--- src/rtl/irq_pkg.sv ---
package irq_pkg;

    localparam int unsigned NSRC   = 5;
    localparam int unsigned IDX_W  = $clog2(NSRC);
    localparam int unsigned MASK_W = 3;
    localparam int unsigned VEC_W  = 16;

    // index order is the fixed priority, 0 = highest
    typedef enum logic [IDX_W-1:0] {
        SRC_NMI = 3'd0,
        SRC_HI  = 3'd1,
        SRC_MID = 3'd2,
        SRC_LO  = 3'd3,
        SRC_EXT = 3'd4
    } src_e;

    localparam logic [VEC_W-1:0] ADDR_NMI = 16'h0024;
    localparam logic [VEC_W-1:0] ADDR_HI  = 16'h003C;
    localparam logic [VEC_W-1:0] ADDR_MID = 16'h0034;
    localparam logic [VEC_W-1:0] ADDR_LO  = 16'h002C;

    typedef struct packed {
        logic             req;
        src_e             src;
        logic [VEC_W-1:0] vec;
        logic             ext;
    } grant_t;

    function automatic logic [VEC_W-1:0] restart_addr(src_e s);
        case (s)
            SRC_NMI: restart_addr = ADDR_NMI;
            SRC_HI:  restart_addr = ADDR_HI;
            SRC_MID: restart_addr = ADDR_MID;
            SRC_LO:  restart_addr = ADDR_LO;
            default: restart_addr = '0;
        endcase
    endfunction

endpackage

--- src/rtl/irq_edge_capture.sv ---
module irq_edge_capture #(
    parameter bit NEED_LEVEL = 1'b0
) (
    input  logic clk,
    input  logic rst,
    input  logic line_i,
    input  logic clr_i,
    output logic pend_o
);
    logic prev_q;
    logic pend_q;
    logic drop;

    generate
        if (NEED_LEVEL) begin : g_level
            assign drop = clr_i | ~line_i;
        end else begin : g_latch
            assign drop = clr_i;
        end
    endgenerate

    always_ff @(posedge clk) begin
        if (rst) begin
            prev_q <= 1'b0;
            pend_q <= 1'b0;
        end else begin
            prev_q <= line_i;
            if (line_i && !prev_q)
                pend_q <= 1'b1;
            else if (drop)
                pend_q <= 1'b0;
        end
    end

    assign pend_o = pend_q;
endmodule

--- src/rtl/irq_ctrl_regs.sv ---
module irq_ctrl_regs #(
    parameter int unsigned MW = 3
) (
    input  logic          clk,
    input  logic          rst,
    input  logic          ie_set_i,
    input  logic          ie_clr_i,
    input  logic          accept_i,
    input  logic          mask_wr_i,
    input  logic [MW-1:0] mask_data_i,
    output logic          ie_o,
    output logic [MW-1:0] mask_o
);
    logic          ie_q;
    logic [MW-1:0] mask_q;

    always_ff @(posedge clk) begin
        if (rst) begin
            ie_q   <= 1'b0;
            mask_q <= '1;
        end else begin
            if (accept_i || ie_clr_i)
                ie_q <= 1'b0;
            else if (ie_set_i)
                ie_q <= 1'b1;
            if (mask_wr_i)
                mask_q <= mask_data_i;
        end
    end

    assign ie_o   = ie_q;
    assign mask_o = mask_q;
endmodule

--- src/rtl/irq_arbiter.sv ---
module irq_arbiter #(
    parameter int unsigned N  = 5,
    localparam int unsigned IW = $clog2(N)
) (
    input  logic [N-1:0]  cand_i,
    output logic          any_o,
    output logic [IW-1:0] idx_o
);
    always_comb begin
        any_o = 1'b0;
        idx_o = '0;
        for (int i = N - 1; i >= 0; i--) begin
            if (cand_i[i]) begin
                any_o = 1'b1;
                idx_o = IW'(i);
            end
        end
    end
endmodule

--- src/rtl/irq_vector_unit.sv ---
module irq_vector_unit
    import irq_pkg::*;
(
    input  logic              clk,
    input  logic              rst,
    input  logic              nmi_in,
    input  logic              hi_in,
    input  logic              mid_in,
    input  logic              lo_in,
    input  logic              ext_in,
    input  logic              sample_i,
    input  logic              done_i,
    input  logic              ie_set_i,
    input  logic              ie_clr_i,
    input  logic              mask_wr_i,
    input  logic [MASK_W-1:0] mask_data_i,
    input  logic              hi_clr_i,
    output logic              irq_req_o,
    output logic [VEC_W-1:0]  vector_o,
    output logic              ext_vec_o,
    output logic              ie_o
);
    grant_t            g_q;
    logic              nmi_pend, hi_pend;
    logic              nmi_clr, hi_clr;
    logic              ie;
    logic [MASK_W-1:0] mask;
    logic [NSRC-1:0]   cand;
    logic              any;
    logic [IDX_W-1:0]  win;
    logic              accept;
    logic              finish;

    assign finish  = g_q.req & done_i;
    assign nmi_clr = finish & (g_q.src == SRC_NMI);
    assign hi_clr  = (finish & (g_q.src == SRC_HI)) | (mask_wr_i & hi_clr_i);

    irq_edge_capture #(.NEED_LEVEL(1'b1)) u_nmi_edge (
        .clk(clk), .rst(rst), .line_i(nmi_in), .clr_i(nmi_clr), .pend_o(nmi_pend)
    );

    irq_edge_capture #(.NEED_LEVEL(1'b0)) u_hi_edge (
        .clk(clk), .rst(rst), .line_i(hi_in), .clr_i(hi_clr), .pend_o(hi_pend)
    );

    irq_ctrl_regs #(.MW(MASK_W)) u_regs (
        .clk(clk), .rst(rst),
        .ie_set_i(ie_set_i), .ie_clr_i(ie_clr_i), .accept_i(accept),
        .mask_wr_i(mask_wr_i), .mask_data_i(mask_data_i),
        .ie_o(ie), .mask_o(mask)
    );

    always_comb begin
        cand          = '0;
        cand[SRC_NMI] = nmi_pend & nmi_in;
        cand[SRC_HI]  = ie & ~mask[2] & hi_pend;
        cand[SRC_MID] = ie & ~mask[1] & mid_in;
        cand[SRC_LO]  = ie & ~mask[0] & lo_in;
        cand[SRC_EXT] = ie & ext_in;
    end

    irq_arbiter #(.N(NSRC)) u_arb (
        .cand_i(cand), .any_o(any), .idx_o(win)
    );

    assign accept = sample_i & ~g_q.req & any;

    always_ff @(posedge clk) begin
        if (rst) begin
            g_q <= '0;
        end else if (accept) begin
            g_q.req <= 1'b1;
            g_q.src <= src_e'(win);
            g_q.vec <= restart_addr(src_e'(win));
            g_q.ext <= (src_e'(win) == SRC_EXT);
        end else if (finish) begin
            g_q.req <= 1'b0;
        end
    end

    assign irq_req_o = g_q.req;
    assign vector_o  = g_q.vec;
    assign ext_vec_o = g_q.ext;
    assign ie_o      = ie;
endmodule

--- config.mk ---
export PLATFORM = sky130hd
export DESIGN_NAME = irq_vector_unit
export DESIGN_NICKNAME = d
export VERILOG_FILES = /design/src/rtl/irq_pkg.sv /design/src/rtl/irq_edge_capture.sv /design/src/rtl/irq_ctrl_regs.sv /design/src/rtl/irq_arbiter.sv /design/src/rtl/irq_vector_unit.sv
export SDC_FILE = /design/constraint.sdc
export NUM_CORES = 1
export LEC_CHECK = 0
export BUFFER_PORTS_ARGS = -buffer_cell sky130_fd_sc_hd__buf_4
export CELL_PAD_IN_SITES_DETAIL_PLACEMENT = 1
export CELL_PAD_IN_SITES_GLOBAL_PLACEMENT = 2
export CORE_AREA = 2 2 44 77
export DETAILED_ROUTE_END_ITERATION = 7
export DIE_AREA = 0 0 46 79
export PLACE_DENSITY = 0.78
export SYNTH_ARGS = -nofsm -noshare
export SYNTH_HDL_FRONTEND = slang
export SYNTH_SLANG_ARGS = --single-unit
--- constraint.sdc ---
create_clock -name clk -period 2.8 [get_ports clk]
set_input_delay 0.56 -clock clk [delete_from_list [all_inputs] [get_ports clk]]
set_output_delay 0.56 -clock clk [all_outputs]
set_load 0.1 [all_outputs]
---- Word-level counts from Yosys, hierarchy flattened ----
Cells that the tools add are included.
operators by class
  eq/ne operators ......................... 5
  bitwise operators ....................... 21
  reduce and logical (&&, ||, !) cells .... 11
  muxes and demuxes ....................... 17
operators with widths
  operator              number
  $pmux W6 S4           1
  $mux W3               5
  $and A1 B1 Y1         14
  $mux W1               11
  $eq A3 B1 Y1 const B  2
  $eq A3 B2 Y1 const B  2
  $logic_not A3 Y1      2
  $reduce_bool A2 Y1    3
  $not A1 Y1            5
  $eq A3 B3 Y1 const B  1
  $logic_and A1 B1 Y1   2
  $logic_not A1 Y1      2
  $or A1 B1 Y1          2
  $reduce_or A2 Y1      1
  $logic_or A1 B1 Y1    1
word-level totals
  input port bits ......................... 16
  bits in registers ....................... 29
  word-level logic and storage cells ...... 64
  output and inout port bits .............. 19

---- Logic depth before layout (Yosys ltp) ----
  depth after elaboration ................. 10
  gate-level depth with buffers ........... 4
  gate-level depth less buffers ........... 4

---- By module ----
A second synthesis with hierarchy kept.
second synthesis, totals
  cell total of the unflattened synthesis .. 91
  area total of the unflattened synthesis .. 820.8 µm²
by module, submodules not included
  module                          times used  area each (µm²)  seq. area each (µm²)  cells each
  irq_vector_unit                 1           506.7            160.2                 60
  irq_ctrl_regs                   1           135.1            80.1                  12
  irq_edge_capture at u_hi_edge   1           67.6             40.0                  6
  irq_edge_capture at u_nmi_edge  1           62.6             40.0                  5
  irq_arbiter                     1           48.8             0.0                   8

---- Worst setup path before layout ----
OpenSTA, ideal clock, no wires.
  kind .................................... reg2reg
  start point ............................. reg g_q, in the netlist irq_req_o
  end point ............................... reg g_q[17] in the netlist's numbering
  slack ................................... 0.979 ns
  period minus slack after synthesis ...... 1.821 ns
  setup time .............................. 0.128 ns
  stages on the path, launching flop included .. 5
  required time ........................... 2.672 ns
  arrival ................................. 1.693 ns
  path buffers ............................ 0
  path through ............................ dfxtp_1 > nand2b_1 > and4bb_2 > o21ai_1 > o21ai_0
on the way
  cells in the longest elaborated chain, start to end .. 3
RTL lines
  what                        line                   source
  start, declared             irq_vector_unit.sv:23  grant_t g_q;
  $not A1 Y1                  irq_vector_unit.sv:66  assign accept = sample_i & ~g_q.req & any;
  $and A1 B1 Y1 (2 in a row)  irq_vector_unit.sv:66
Every way passes these cells.
A chain may end at the register's enable or synchronous reset.

---- Final worst setup path ----
  start point ............................. reg u_regs.ie_q (netlist: u_regs.ie_o)
  end point ............................... out ie_o
RTL lines
  what                    line                   source
  start, declared         irq_ctrl_regs.sv:14    logic ie_q;
  start signal, assigned  irq_ctrl_regs.sv:19    ie_q <= 1'b0;
  start signal, assigned  irq_ctrl_regs.sv:23    ie_q <= 1'b0;
  start signal, assigned  irq_ctrl_regs.sv:25    ie_q <= 1'b1;
  end, declared           irq_vector_unit.sv:21  output logic ie_o
No word-level cell between the ends.

==> reports/metrics.csv <==
metric,value,unit
outcome,"finished, final reports clean",
fin_cells,136,
cpLargestDelayFamily,flip-flops,
reg2regPathDepth,4,
cts_resized,0,
antenna_left,0,
hold_path.class,flip-flop to flip-flop,
fin_nets,124,
drt-pass1-iter-count,2,
io_pins,35,
p_leak,0.0004381,uW
critical_path_class,flip-flop to output port,
cts_setup_buffers,0,
gr-total-overflow,0,
ys_types,31,
crit_chain,buf_4,
route.detailed.drc,0,
crit_path_start_kind,flip-flop,
final_max_slew_viol_count,0,
period_needed,1.625,ns
rrSetupSlack,1.53,ns
fin_crit_sh,0.5802,
antenna_found_initial,0,
insertedDiodeCount,0,
grt_pass1_wl,2835,um
stdcell_area,996.0,um^2
whs_path_depth,1,
regToRegStartpoint,irq_req_o$_SDFFE_PP0P_,
fin_worst_skew,0.001735,ns
cp_slowest_cell,dfxtp_1,
place_congestion,0.7731,
clk_path_buf_depth,2,
cts_root_buffer,clkbuf_8,
core,3040,um^2
worstPathMaxFanout,6,
dieArea,3634,um^2
final_hold_viol_count,0,
worstHoldStart,u_nmi_edge.prev_q$_SDFF_PP0_,
htree_levels,1,
cp.buffers_inverters,1,
syn-cell-area,822.0,um^2
setup_tns,0,ns
pre_cts_ws,1.166,ns
cts_tree,done,
grt_util_all_layers,0.1052,
required,2.24,ns
hold_end,u_nmi_edge.pend_o$_SDFFE_PP0P_,
maxCapViolCount,0,
dp.cells,132,
rsz0062_at_grt,no,
cts_buffers,3,
grt_pass1_vias,616,
viasPerCell,4.691,
power.density,606.2,nW/um^2
yosysWarnings,0,
cp-end-kind,output port,
p_total,603.7,uW
synth_cells,87,
clkLatencyLatePin,0.24,ns
numPortBuffers,22,
dieWidth,46,um
cp_slowest_stage_delay,0.47,ns
clk_pin_slew,0.06,ns
via_count,638,
wl,1715,um
placementRows,27,
cts-hold-fix-buffers,0,
grt_start_max_net_pins,17,
drt_iter0_markers,5,
vdd_drop_max,0.1858,mV
reg2reg_to,g_q[17]$_SDFFE_PP0P_,
start_util,0.2704,
clock_sinks,16,
die_h,79,um
synth-seq-cells,16,
fin_ws,1.175,ns
setup_violations,0,
fmax,615.5,MHz
drive_gt1_frac,0.3178,
layout_commonest_cell,buf_4,
routedWlPerCell,12.61,um
syn2layout_area_growth,21.16,%
critPathArrivalTime,1.06,ns
final_cell_mix,"buf_4 (22), dfxtp_1 (16), conb_1 (12)",
ys_seq_area_frac,0.3896,
dp_hpwl,1346,um
syn-mean-instance-area,9.449,um^2
placed_cell_area,940.9,um^2
## where the power goes
part	total, uW	leakage, uW	internal (uW)	switching [uW]
sequential	244	0.000131	238	6.61
clock	203	0.0000288	125	78.2
combinational	157	0.000278	35.3	121
total	604	0.000438	398	206
## cell usage after synthesis, drive strengths merged
cell / count / area [um^2]
nor2: 6 / 22.52
o31ai: 1 / 7.510
clkbuf: 1 / 3.750
inv: 2 / 7.510
a221oi: 1 / 8.760
a21boi: 1 / 7.510
conb: 1 / 3.750
o21a: 1 / 7.510
and2b: 1 / 10.01
nand2b: 4 / 25.02
nor4: 1 / 12.51
dfxtp: 16 / 320.3
nor3: 4 / 20.02
a21o: 2 / 15.01
buf: 16 / 120.1
nor2b: 9 / 66.31
nand2: 3 / 11.26
a22o: 1 / 8.760
a31oi: 1 / 6.260
a211o: 3 / 26.28
o21ai: 4 / 20.02
o41ai: 3 / 52.56
or2b: 1 / 7.510
and4bb: 1 / 12.51
a21oi: 3 / 18.77
## worst max path at each step
stage	start	to	slack [ns]	cells after the start
after floorplan	irq_req_o$_SDFFE_PP0P_	g_q[17]$_SDFFE_PP0P_	0.98	4
after global placement	mid_in	vector_o[2]$_SDFFE_PP0P_	1.20	5
after detailed placement	mid_in	vector_o[3]$_SDFFE_PP0P_	1.17	5
after CTS	u_regs.ie_o$_SDFFE_PP0P_	ie_o	1.16	1
after global routing	u_regs.ie_o$_SDFFE_PP0P_	ie_o	1.12	1
final	u_regs.ie_o$_SDFFE_PP0P_	ie_o	1.18	1
## per-layer routing
layer,wire [um],track usage
met5,0,0
met4,23,0.06000
met3,86,0.01591
met2,976,0.1736
met1,628,0.1215
## state kept, by name (all words and copies together), names as in the netlist
name and flops:
ext_vec_o 1, g_q 3, irq_req_o 1, u_hi_edge.pend_o 1
u_hi_edge.prev_q 1, u_nmi_edge.pend_o 1, u_nmi_edge.prev_q 1, u_regs.ie_o 1
u_regs.mask_o 3, vector_o 3
## cell families after synthesis
| family | synth area share |
|---|---|
| other cells | 0.004562 |
| flops | 0.3897 |
| compound gates | 0.2177 |
| simple gates | 0.2283 |
| buf+inv | 0.1598 |
## cell type report
class                   count  area, um^2
clock buffers               4       55.05
fillers                   366        2044
repair buffers             22       165.2
well taps                  29       36.28
inverters                   2       7.507
flip-flops and latches     16       320.3
multi-input cells          63       411.6
## stage by stage
stage	hold slack, ns	util
5_1_grt	0.4458	0.3276
6_report	0.4101	0.3276
4_1_cts	0.4207	0.3276
3_3_place_gp	0.3994	0.3095
3_5_place_dp	0.4102	0.3095
2_1_floorplan	0.3931	-
Power figures use the tool's default switching activity.
